## src/rtl/edge_irq_pkg.sv

```systemverilog
package edge_irq_pkg;
  typedef enum logic [2:0] {
    REG_STATUS = 3'd0,
    REG_ERROR  = 3'd1,
    REG_ENABLE = 3'd2,
    REG_POLAR  = 3'd3,
    REG_MODE   = 3'd4,
    REG_ERREN  = 3'd5
  } reg_addr_e;
endpackage

```

## src/rtl/edge_irq_lane.sv

```systemverilog
module edge_irq_lane (
  input  logic clk_i,
  input  logic rst_ni,
  input  logic line_i,
  input  logic edge_mode_i,
  input  logic pol_i,
  input  logic clr_prim_i,
  input  logic clr_err_i,
  output logic prim_o,
  output logic err_o
);
  logic prev_q, prim_q, err_q;
  logic act_lvl, act_edge;

  assign act_lvl  = line_i ^ pol_i;
  assign act_edge = act_lvl & ~(prev_q ^ pol_i);

  always_ff @(posedge clk_i or negedge rst_ni) begin
    if (!rst_ni) begin
      prev_q <= 1'b0;
      prim_q <= 1'b0;
      err_q  <= 1'b0;
    end else begin
      prev_q <= line_i;
      if (edge_mode_i) begin
        // a new edge beats a same-cycle clear
        prim_q <= act_edge | (prim_q & ~clr_prim_i);
        err_q  <= (act_edge & prim_q) | (err_q & ~clr_err_i);
      end else begin
        prim_q <= act_lvl;
        err_q  <= err_q & ~clr_err_i;
      end
    end
  end

  assign prim_o = prim_q;
  assign err_o  = err_q;

  assert_edge_sets_R1: assert property (@(posedge clk_i) disable iff (!rst_ni)
    (edge_mode_i && act_edge) |=> prim_q);
  assert_sticky_R2: assert property (@(posedge clk_i) disable iff (!rst_ni)
    (edge_mode_i && prim_q && !clr_prim_i) |=> prim_q);
  assert_second_edge_R3: assert property (@(posedge clk_i) disable iff (!rst_ni)
    (edge_mode_i && prim_q && act_edge) |=> err_q);
  assert_level_no_err_R7: assert property (@(posedge clk_i) disable iff (!rst_ni)
    !edge_mode_i |=> !$rose(err_q));
  assert_level_track_R7: assert property (@(posedge clk_i) disable iff (!rst_ni)
    !edge_mode_i |=> (prim_q == $past(act_lvl)));
endmodule

```

## src/rtl/edge_irq_regs.sv

```systemverilog
module edge_irq_regs
  import edge_irq_pkg::*;
#(
  parameter int unsigned NUM_LINES = 8,
  parameter int unsigned AW        = 3
) (
  input  logic                 clk_i,
  input  logic                 rst_ni,
  input  logic                 wr_en_i,
  input  logic [AW-1:0]        addr_i,
  input  logic [NUM_LINES-1:0] wdata_i,
  input  logic [NUM_LINES-1:0] prim_i,
  input  logic [NUM_LINES-1:0] err_i,
  output logic [NUM_LINES-1:0] en_o,
  output logic [NUM_LINES-1:0] pol_o,
  output logic [NUM_LINES-1:0] mode_o,
  output logic                 erren_o,
  output logic [NUM_LINES-1:0] clr_prim_o,
  output logic [NUM_LINES-1:0] clr_err_o,
  output logic [NUM_LINES-1:0] rdata_o
);
  logic [NUM_LINES-1:0] en_q, pol_q, mode_q;
  logic                 erren_q;

  always_ff @(posedge clk_i or negedge rst_ni) begin
    if (!rst_ni) begin
      en_q    <= '0;
      pol_q   <= '0;
      mode_q  <= '0;
      erren_q <= 1'b0;
    end else if (wr_en_i) begin
      case (addr_i)
        REG_ENABLE: en_q    <= wdata_i;
        REG_POLAR:  pol_q   <= wdata_i;
        REG_MODE:   mode_q  <= wdata_i;
        REG_ERREN:  erren_q <= wdata_i[0];
        default: ;
      endcase
    end
  end

  assign clr_prim_o = (wr_en_i && addr_i == REG_STATUS) ? wdata_i : '0;
  assign clr_err_o  = (wr_en_i && addr_i == REG_ERROR)  ? wdata_i : '0;

  always_comb begin
    rdata_o = '0;
    case (addr_i)
      REG_STATUS: rdata_o = prim_i;
      REG_ERROR:  rdata_o = err_i;
      REG_ENABLE: rdata_o = en_q;
      REG_POLAR:  rdata_o = pol_q;
      REG_MODE:   rdata_o = mode_q;
      REG_ERREN:  rdata_o = {{(NUM_LINES-1){1'b0}}, erren_q};
      default:    rdata_o = '0;
    endcase
  end

  assign en_o    = en_q;
  assign pol_o   = pol_q;
  assign mode_o  = mode_q;
  assign erren_o = erren_q;

  assert_cfg_hold_R6: assert property (@(posedge clk_i) disable iff (!rst_ni)
    !wr_en_i |=> $stable(en_q) && $stable(pol_q) && $stable(mode_q));
endmodule

```

## src/rtl/edge_irq_ctrl.sv

```systemverilog
module edge_irq_ctrl
  import edge_irq_pkg::*;
#(
  parameter int unsigned NUM_GLB = 4,
  parameter int unsigned NUM_PRV = 4,
  localparam int unsigned NUM_LINES = NUM_GLB + NUM_PRV,
  localparam int unsigned AW = 3
) (
  input  logic                 clk_i,
  input  logic                 rst_ni,
  input  logic [NUM_GLB-1:0]   glb_line_i,
  input  logic [NUM_PRV-1:0]   prv_line_i,
  input  logic                 wr_en_i,
  input  logic [AW-1:0]        addr_i,
  input  logic [NUM_LINES-1:0] wdata_i,
  output logic [NUM_LINES-1:0] rdata_o,
  output logic [NUM_LINES-1:0] irq_o,
  output logic                 err_irq_o
);
  logic [NUM_LINES-1:0] lines, prim, err, en, pol, mode, clr_prim, clr_err;
  logic                 erren;

  assign lines = {prv_line_i, glb_line_i};

  edge_irq_regs #(.NUM_LINES(NUM_LINES), .AW(AW)) u_regs (
    .clk_i, .rst_ni, .wr_en_i, .addr_i, .wdata_i,
    .prim_i(prim), .err_i(err),
    .en_o(en), .pol_o(pol), .mode_o(mode), .erren_o(erren),
    .clr_prim_o(clr_prim), .clr_err_o(clr_err), .rdata_o
  );

  for (genvar i = 0; i < NUM_LINES; i++) begin : g_lane
    edge_irq_lane u_lane (
      .clk_i, .rst_ni,
      .line_i(lines[i]), .edge_mode_i(mode[i]), .pol_i(pol[i]),
      .clr_prim_i(clr_prim[i]), .clr_err_i(clr_err[i]),
      .prim_o(prim[i]), .err_o(err[i])
    );
  end

  assign irq_o     = prim & en;
  assign err_irq_o = erren & (|err);

  assert_err_gate_R4: assert property (@(posedge clk_i) disable iff (!rst_ni)
    $rose(err_irq_o) |-> erren);
  assert_irq_gate_R6: assert property (@(posedge clk_i) disable iff (!rst_ni)
    (irq_o & ~en) == '0);
  assert_err_source_R4: assert property (@(posedge clk_i) disable iff (!rst_ni)
    err_irq_o |-> (err != '0));
endmodule

```

## config.mk

```make
export PLATFORM = sky130hd
export DESIGN_NAME = edge_irq_ctrl
export DESIGN_NICKNAME = d
export VERILOG_FILES = /design/src/rtl/edge_irq_pkg.sv /design/src/rtl/edge_irq_lane.sv /design/src/rtl/edge_irq_regs.sv /design/src/rtl/edge_irq_ctrl.sv
export SDC_FILE = /design/constraint.sdc
export NUM_CORES = 1
export LEC_CHECK = 0
export BUFFER_PORTS_ARGS = -buffer_cell sky130_fd_sc_hd__buf_4
export CAP_MARGIN = 20
export CORE_MARGIN = 2
export CORE_UTILIZATION = 44
export CTS_CLUSTER_DIAMETER = 150
export DETAILED_ROUTE_END_ITERATION = 6
export PLACE_DENSITY_LB_ADDON = 0.1
export SYNTH_ARGS = -nofsm -noshare
export SYNTH_HDL_FRONTEND = slang
export SYNTH_SLANG_ARGS = --single-unit
```

## constraint.sdc

```tcl
create_clock -name clk_i -period 1.7 [get_ports clk_i]
set_clock_uncertainty 0.2 [all_clocks]
set_input_delay 0.085 -clock clk_i [delete_from_list [all_inputs] [get_ports clk_i]]
set_output_delay 0.085 -clock clk_i [all_outputs]
set_load 0.02 [all_outputs]
```

# After elaboration in Yosys (flattened, before gate mapping)
# Cells that the tools add are included.
# word_totals
reg_bits	49
latch_bits	0
ramBits	0
mem_bits_ro	0
output_inout_bits	17
wordCells	150
n_memories	0
# classes
addsub	0
mul	0
div_mod_pow	0
order_cmp	0
n_eq_ne	5
shift	0
n_mux	19
n_bitwise	90
n_reduce_logical	8
# op_table
operator	count
one-hot mux 8 bit (6 select lines)	1
bitwise AND 1 bit	33
NOT 1 bit	24
two-way mux 1 bit	16
two-way mux 8 bit	2
bitwise OR 1 bit	16
XOR 1 bit	16
bitwise AND 8 bit	1
AND reduction 2 bit	4
OR reduction 8 bit	1
equality test 3 x 2 -> 1 bit (second input constant)	2
equality test 3 bit (second input constant)	2
equality test 3 x 1 -> 1 bit (second input constant)	1
logical NOT 3 bit	1
logical AND 1 bit	2

# Depth between registers and ports, before layout
# Gate-level depths: netlist of the first run.
# depth
word_depth	7
depth_mapped	5
mapped_depth_nobuf	3

# By module
# From an unflattened synthesis of the first run, not the netlist that was laid out.
# hier_totals
hier_cells	234
area_unflattened_um2	2610.0
# by_module_without_submodules
module	instances	cells_each	area_per_inst_um2
edge_irq_regs	1	119	1458.9
edge_irq_lane	8	13	135.1
edge_irq_ctrl	1	11	70.1

# Worst setup path after synthesis of the first run
# Ideal clock, no wire load.
# synth_timing
kind	in2out
start	in addr_i[2]
end	out rdata_o[0]
t_arrival_ns	1.182
required_ns	1.415
path_slack_ns	0.233
stages	5
path_buffers	2
cell_sequence	buf_2 buf_2 mux2i_1 o21a_1 o21ai_0
# synth_via
elab_chain_len	2
elab_cells_between_ends	7
# synth_rtl
element	line_no	source
start: declaration	edge_irq_ctrl.sv:14	input logic [AW-1:0] addr_i,
equality test 3 bit, or another cell as far along	edge_irq_regs.sv:47	case (addr_i)
one-hot mux 8 bit (6 select lines) (*)	edge_irq_regs.sv:47	
end: declaration	edge_irq_ctrl.sv:16	output logic [NUM_LINES-1:0] rdata_o,
# Mark *: on every way between the ends. The rest lies on a longest branch, timed or not.

# Worst setup path after layout of the first run
# layout_timing
start	reg g_lane[2].u_lane.err_q
end	out rdata_o[2]
# layout_via
elab_chain_len	1
# layout_rtl
element	line_no	source
start: declaration	edge_irq_lane.sv:12	logic prev_q, prim_q, err_q;
start signal: assignment	edge_irq_lane.sv:28	err_q <= (act_edge & prim_q) | (err_q & ~clr_err_i);
start signal: assignment	edge_irq_lane.sv:31	err_q <= err_q & ~clr_err_i;
one-hot mux 8 bit (6 select lines)	edge_irq_regs.sv:47	
# No other way between the ends.

==> metrics, run 1 <==
Worst Tran Pin Value=0.6237 ns; most common cell in the netlist=dfrtp_1; area grow syn2layout=27.77%; CP max FO=3; WS Path Type=reg -> out; total internal power=0.002506 W; GPL Wtd Cong=0.7502; CTS HTree Levels=2; Clk pwr share=17.6%; final-report hold violation count=0; Core Util, Final=59.24%; initial antenna violation count=0; RR Startpoint=u_regs.pol_o[2]; Post-synth EDFFs=0; hold path start=addr_i[1]; register area share after synthesis=47.16%; Max Fclk=0.5939 GHz; Async SR Flop Fraction=100.0%; Post-Syn Nets=248; post-DR vias/cell=5.424; Flop pwr share=48.3%; IO Pins=39; Routed Antenna Nets=0; Hold Path End=u_regs.erren_o; Slew headroom=58.42%; Gate power share=34.1%; max-cap violations=0; yosys warns=0; top post-synthesis cells by area=dfrtp_1 (47%), mux2_2 (12%), mux2i_1 (5.0%); Slew Limit Fails=0; Cell variety after synth=37; Mapped Area=2600 µm²; reg2reg end=g_lane[2].u_lane.prim_o; worst skew pair latency=0.31 ns; Final nets=317; Die Height=80.87 µm; vias in the first global route=1964; Worst VDD drop=0.0005337 V; Starting Density=46.36%; Commonest cells post-synth=dfrtp_1 (49), nand2_1 (30), mux2_2 (28); Net Sw Power=0.001265 W; pin count of the biggest net entering global routing=50; status=finished clean; RSZ-0062 raised after global routing=yes; Residual DRC=0; Inserted Clock Buffers=5; IO Port Bufs=38; Required @ worst endpoint=1.41 ns; Cells after Synth=226; share of post-route cells with drive strength above 1=36.49%; #FFs+latches synth=49; r2r worst-path depth=4; PwrDens=1135 nW/µm²; total gr overflow=0; initial drt markers=105; CP Launch Type=flip-flop; # setup viols final=0; final WL=6003 µm; Min Clock Period, post-route=1.684 ns; num rows=27; Post-synth top flop=dfrtp_1; CTS root buf=clkbuf_8; Syn Area/Cell=11.50 µm²; Crit. End Element=output port; Die W=80.87 µm; full die area=6540 µm²; hold path cells=4; clock tree from TritonCTS=done; Sum Neg Setup Slack=0 ns; Initial DRT Pass Iterations=5; clk sinks=49; wire per inst=16.31 µm; worst reg-to-reg setup slack=0.38 ns; Hold Crit Class=in -> reg; first-pass GRT wire length=9922 µm; Tot Pwr=0.003771 W; worst hold margin=0.1272 ns; core area=5608 µm²; Reg clk slew, reported paths=0.09 ns; worst-case clock buffer depth=2; Sw Share=33.54%; CP Data Arrival Time=1.40 ns; Vias=1996; hpwl dp=4176 µm; Yosys top cell by area=dfrtp_1; share of the synthesized area in the top cell type=47.16%; Filler cells=502; total leakage power=1.445 nW; final worst path period share=99.04%; GR Util All Layers=20.14%; antenna cells=0
-- power by group through the flow --
stage / registers, W / clock network [W] / logic [W]
floorplan: 0.00173 / 0 / 0.000811
global placement: 0.00185 / 0 / 0.00111
detailed placement: 0.00186 / 0 / 0.00113
CTS: 0.00182 / 0.000689 / 0.00127
global route: 0.00187 / 0.000738 / 0.00141
finish: 0.00182 / 0.000665 / 0.00129
-- flip-flops by register name, summed over array words and instances, names as in the netlist --
| register | cells |
|---|---|
| g_lane.u_lane.err_o | 8 |
| u_regs.pol_o | 8 |
| u_regs.erren_o | 1 |
| u_regs.en_o | 8 |
| g_lane.u_lane.prev_q | 8 |
| g_lane.u_lane.prim_o | 8 |
| u_regs.mode_o | 8 |
-- critical path: stages, from the launching register on --
cell	delay [ns]
dfrtp_1	0.42
mux2i_1	0.09
mux2_4	0.28
o22ai_4	0.16
buf_6	0.14
-- area by class of cell --
type                    count  area (µm²)  area share (%)
clock buffers               6       72.57           2.185
repair buffers             72       589.3           17.74
flip-flops and latches     49        1232           37.10
clock inverters             2       10.01          0.3013
multi-input cells         167        1328           39.96
well taps                  72       90.09           2.712
-- layout by cell type (no fill, tap or decap), types with 5 or more instances in the layout --
master	synthesis	routed
buf_4	1	53
dfrtp_1	49	44
nand2_1	30	30
mux2_2	28	27
dlygate4sd3_1	0	18
mux2i_1	13	13
a21oi_1	10	10
o22ai_1	10	9
and2_1	8	8
nand2b_1	8	8
a32o_1	7	7
xor2_1	7	7
xnor2_1	7	7
a31o_2	7	7
clkbuf_8	0	5
dfrtp_2	0	5
-- metal layers --
layer  GRT usage, %  vias to the layer above  share of wire, %
li1               -                      966                 -
met1          28.41                      969                48
met2          31.82                       47                46
met3          3.778                       14               3.9
met4          5.593                        0               1.8
met5              0                        -                 0
-- cells by family (layout without fill, tap and decap cells) --
kind of cell | count (synthesis) | in the layout | share of synthesized area, %
multiplexers | 41 | 41 | 17.13
AND/OR/NAND/NOR | 62 | 62 | 14.20
buffers and inverters | 10 | 80 | 2.695
flip-flops | 49 | 49 | 47.16
XOR/XNOR | 14 | 14 | 4.716
AO/OA/AOI/OAI | 50 | 50 | 14.10
-- stage by stage --
step	std cells	setup slack (ns)	area, µm²
3_5_place_dp	336	0.08163	2980
4_1_cts	367	0.0007337	3297
2_1_floorplan	226	0.2333	2600
6_report	368	0.01632	3322
5_1_grt	368	-0.04229	3322
3_3_place_gp	336	0.1113	2980
-- how the worst max path moves through the flow --
stage	cells after the start	endpoint	start
global placement	4	u_regs.mode_o[6]	addr_i[0]
global route	4	rdata_o[7]	g_lane[7].u_lane.err_o
finish	4	rdata_o[2]	g_lane[2].u_lane.err_o
CTS	4	rdata_o[7]	g_lane[7].u_lane.err_o
detailed placement	4	u_regs.mode_o[1]	addr_i[0]
floorplan	5	rdata_o[0]	addr_i[2]
-- repair_timing --
action / CTS / global route
endpoints found under the hold margin: 98 / 0
pin swaps: 0 / 1
hold buffers: 18 / 0
endpoints found under the setup margin: 4 / 6
setup buffers: 5 / 1
gates resized for setup: 5 / 6
No activity file was read; power rests on OpenSTA's default activity.
==> inputs of run 2 (changes only) <==
--- a/config.mk
+++ b/config.mk
@@ -8,7 +8,7 @@
 export BUFFER_PORTS_ARGS = -buffer_cell sky130_fd_sc_hd__buf_4
 export CAP_MARGIN = 20
 export CORE_MARGIN = 2
-export CORE_UTILIZATION = 44
+export CORE_UTILIZATION = 60
 export CTS_CLUSTER_DIAMETER = 150
 export DETAILED_ROUTE_END_ITERATION = 6
 export PLACE_DENSITY_LB_ADDON = 0.1
==> metrics, run 2 (synthesis gave the netlist of run 1 again) <==
non-filler instance count after layout=346; initial drt markers=128; CTS HTree Levels=2; Die W=69.83 µm; total gr overflow=0; PwrDens=1138 nW/µm²; Inserted Clock Buffers=5; hpwl dp=3993 µm; Sum Neg Setup Slack=0 ns; commonest non-fill, non-tap cells in the layout=buf_4 (53), dfrtp_1 (45), nand2_1 (30); IO Pins=39; status=finished clean; final WL=5878 µm; vias in the first global route=2122; Die Height=69.83 µm; CTS root buf=clkbuf_8; Min Clock Period, post-route=1.679 ns; CP max FO=6; r2r worst-path depth=4; Required @ worst endpoint=1.41 ns; Vias=2081; GPL Wtd Cong=0.7791; total leakage power=1.454 nW; Initial DRT Pass Iterations=4; # setup viols final=0; Core Util, Final=81.48%; Crit. End Element=output port; CP peak stage delay=0.42 ns; Starting Density=63.63%; commonest non-fill, non-tap cell in the layout=buf_4; CP Data Arrival Time=1.39 ns; Slew Limit Fails=0; Residual DRC=0; clock tree from TritonCTS=done; Placed Instances=315; num rows=23; final-report hold violation count=0; worst-case clock buffer depth=2; Worst VDD drop=0.0008205 V; Tot Pwr=0.003790 W; WS Path Type=reg -> out; post-DR vias/cell=6.014; worst skew pair latency=0.28 ns; pin count of the biggest net entering global routing=50; GR Util All Layers=25.29%; IO Port Bufs=38; Max Fclk=0.5957 GHz; CP max-delay cell=dfrtp_2; first-pass GRT wire length=9915 µm; fin area=3329 µm²; Hold Crit Class=in -> async; Worst Tran Pin Value=0.6120 ns; initial antenna violation count=0; max-cap violations=0; wire per inst=16.99 µm; CP Cell Sequence=mux2i_1 -> mux2_2 -> o22ai_2 -> buf_4; Reg clk slew, reported paths=0.08 ns; Routed Antenna Nets=0; Slew headroom=59.20%; area grow syn2layout=28.06%; dpl cell area=2973 µm²; share of post-route cells with drive strength above 1=36.82%; full die area=4876 µm²; Final nets=318; CP Launch Type=flip-flop; antenna cells=0; final worst path period share=98.74%; clk sinks=49; core area=4086 µm²; RSZ-0062 raised after global routing=yes
## run 2: changes by cell type in the layout (fill, tap and decap cells not counted)
cell and delta:
clkinv_2 -2, a21boi_0 +1, a21boi_1 -1, buf_12 +1
clkbuf_8 +1, dfrtp_1 +1, dfrtp_2 -1, nor4bb_1 -1
nor4bb_2 +1, o22ai_1 -1, o22ai_2 +1
## run 2: layout make-up
type,count,area (µm²)
fillers,247,757.0
clock buffers,7,86.33
well taps,50,62.56
repair buffers,73,609.3
flip-flops and latches,49,1231
multi-input cells,167,1340
## run 2: metal layers
metal	vias to the layer above	part of all wire [%]	global-route usage, %
met5	-	0	0
met4	0	1.8	7.906
met3	16	4.4	4.360
met2	66	48	41.38
met1	1025	45	34.48
li1	974	-	-
## run 2: stage by stage
| stage | hold WS, ns | setup WS (ns) |
|---|---|---|
| after global routing | 0.1988 | -0.02631 |
| after floorplan | -0.4106 | 0.2333 |
| after CTS | 0.1298 | 0.02240 |
| after global placement | -0.06465 | 0.2029 |
| after detailed placement | -0.05439 | 0.1861 |
| final | 0.1418 | 0.02136 |
## run 2: final timing paths
path / startpoint / to / slack, ns
max in group asynchronous: rst_ni / u_regs.pol_o[7] / 0.71
setup / recovery: u_regs.pol_o[3] / rdata_o[3] / 0.02
setup reg to reg: u_regs.pol_o[3] / g_lane[3].u_lane.prim_o / 0.37
hold / removal: rst_ni / g_lane[0].u_lane.prev_q / 0.14
min in group clk_i: addr_i[1] / u_regs.erren_o / 0.16
hold reg to reg: u_regs.erren_o / u_regs.erren_o / 0.34
## run 2: critical path, delay by kind of cell (launching register included)
kind / cells / cell delay (ns)
flops: 1 / 0.42
buf+inv: 1 / 0.17
mux: 2 / 0.36
compound gates: 1 / 0.17
## run 2: where the power goes
part	switching [W]	internal [W]	total, W
Combinational	0.000556	0.000735	0.00129
Sequential	0.000346	0.00148	0.00183
Clock	0.000346	0.000323	0.000670
Total	0.00125	0.00254	0.00379
## run 2: what timing repair did
action                                  in CTS  in global routing
endpoints found under the setup margin       4                 12
gates resized for setup                      5                  6
endpoints found under the hold margin       98                  0
gates cloned                                 0                  0
hold buffers                                18                  0
setup buffers                                1                  5
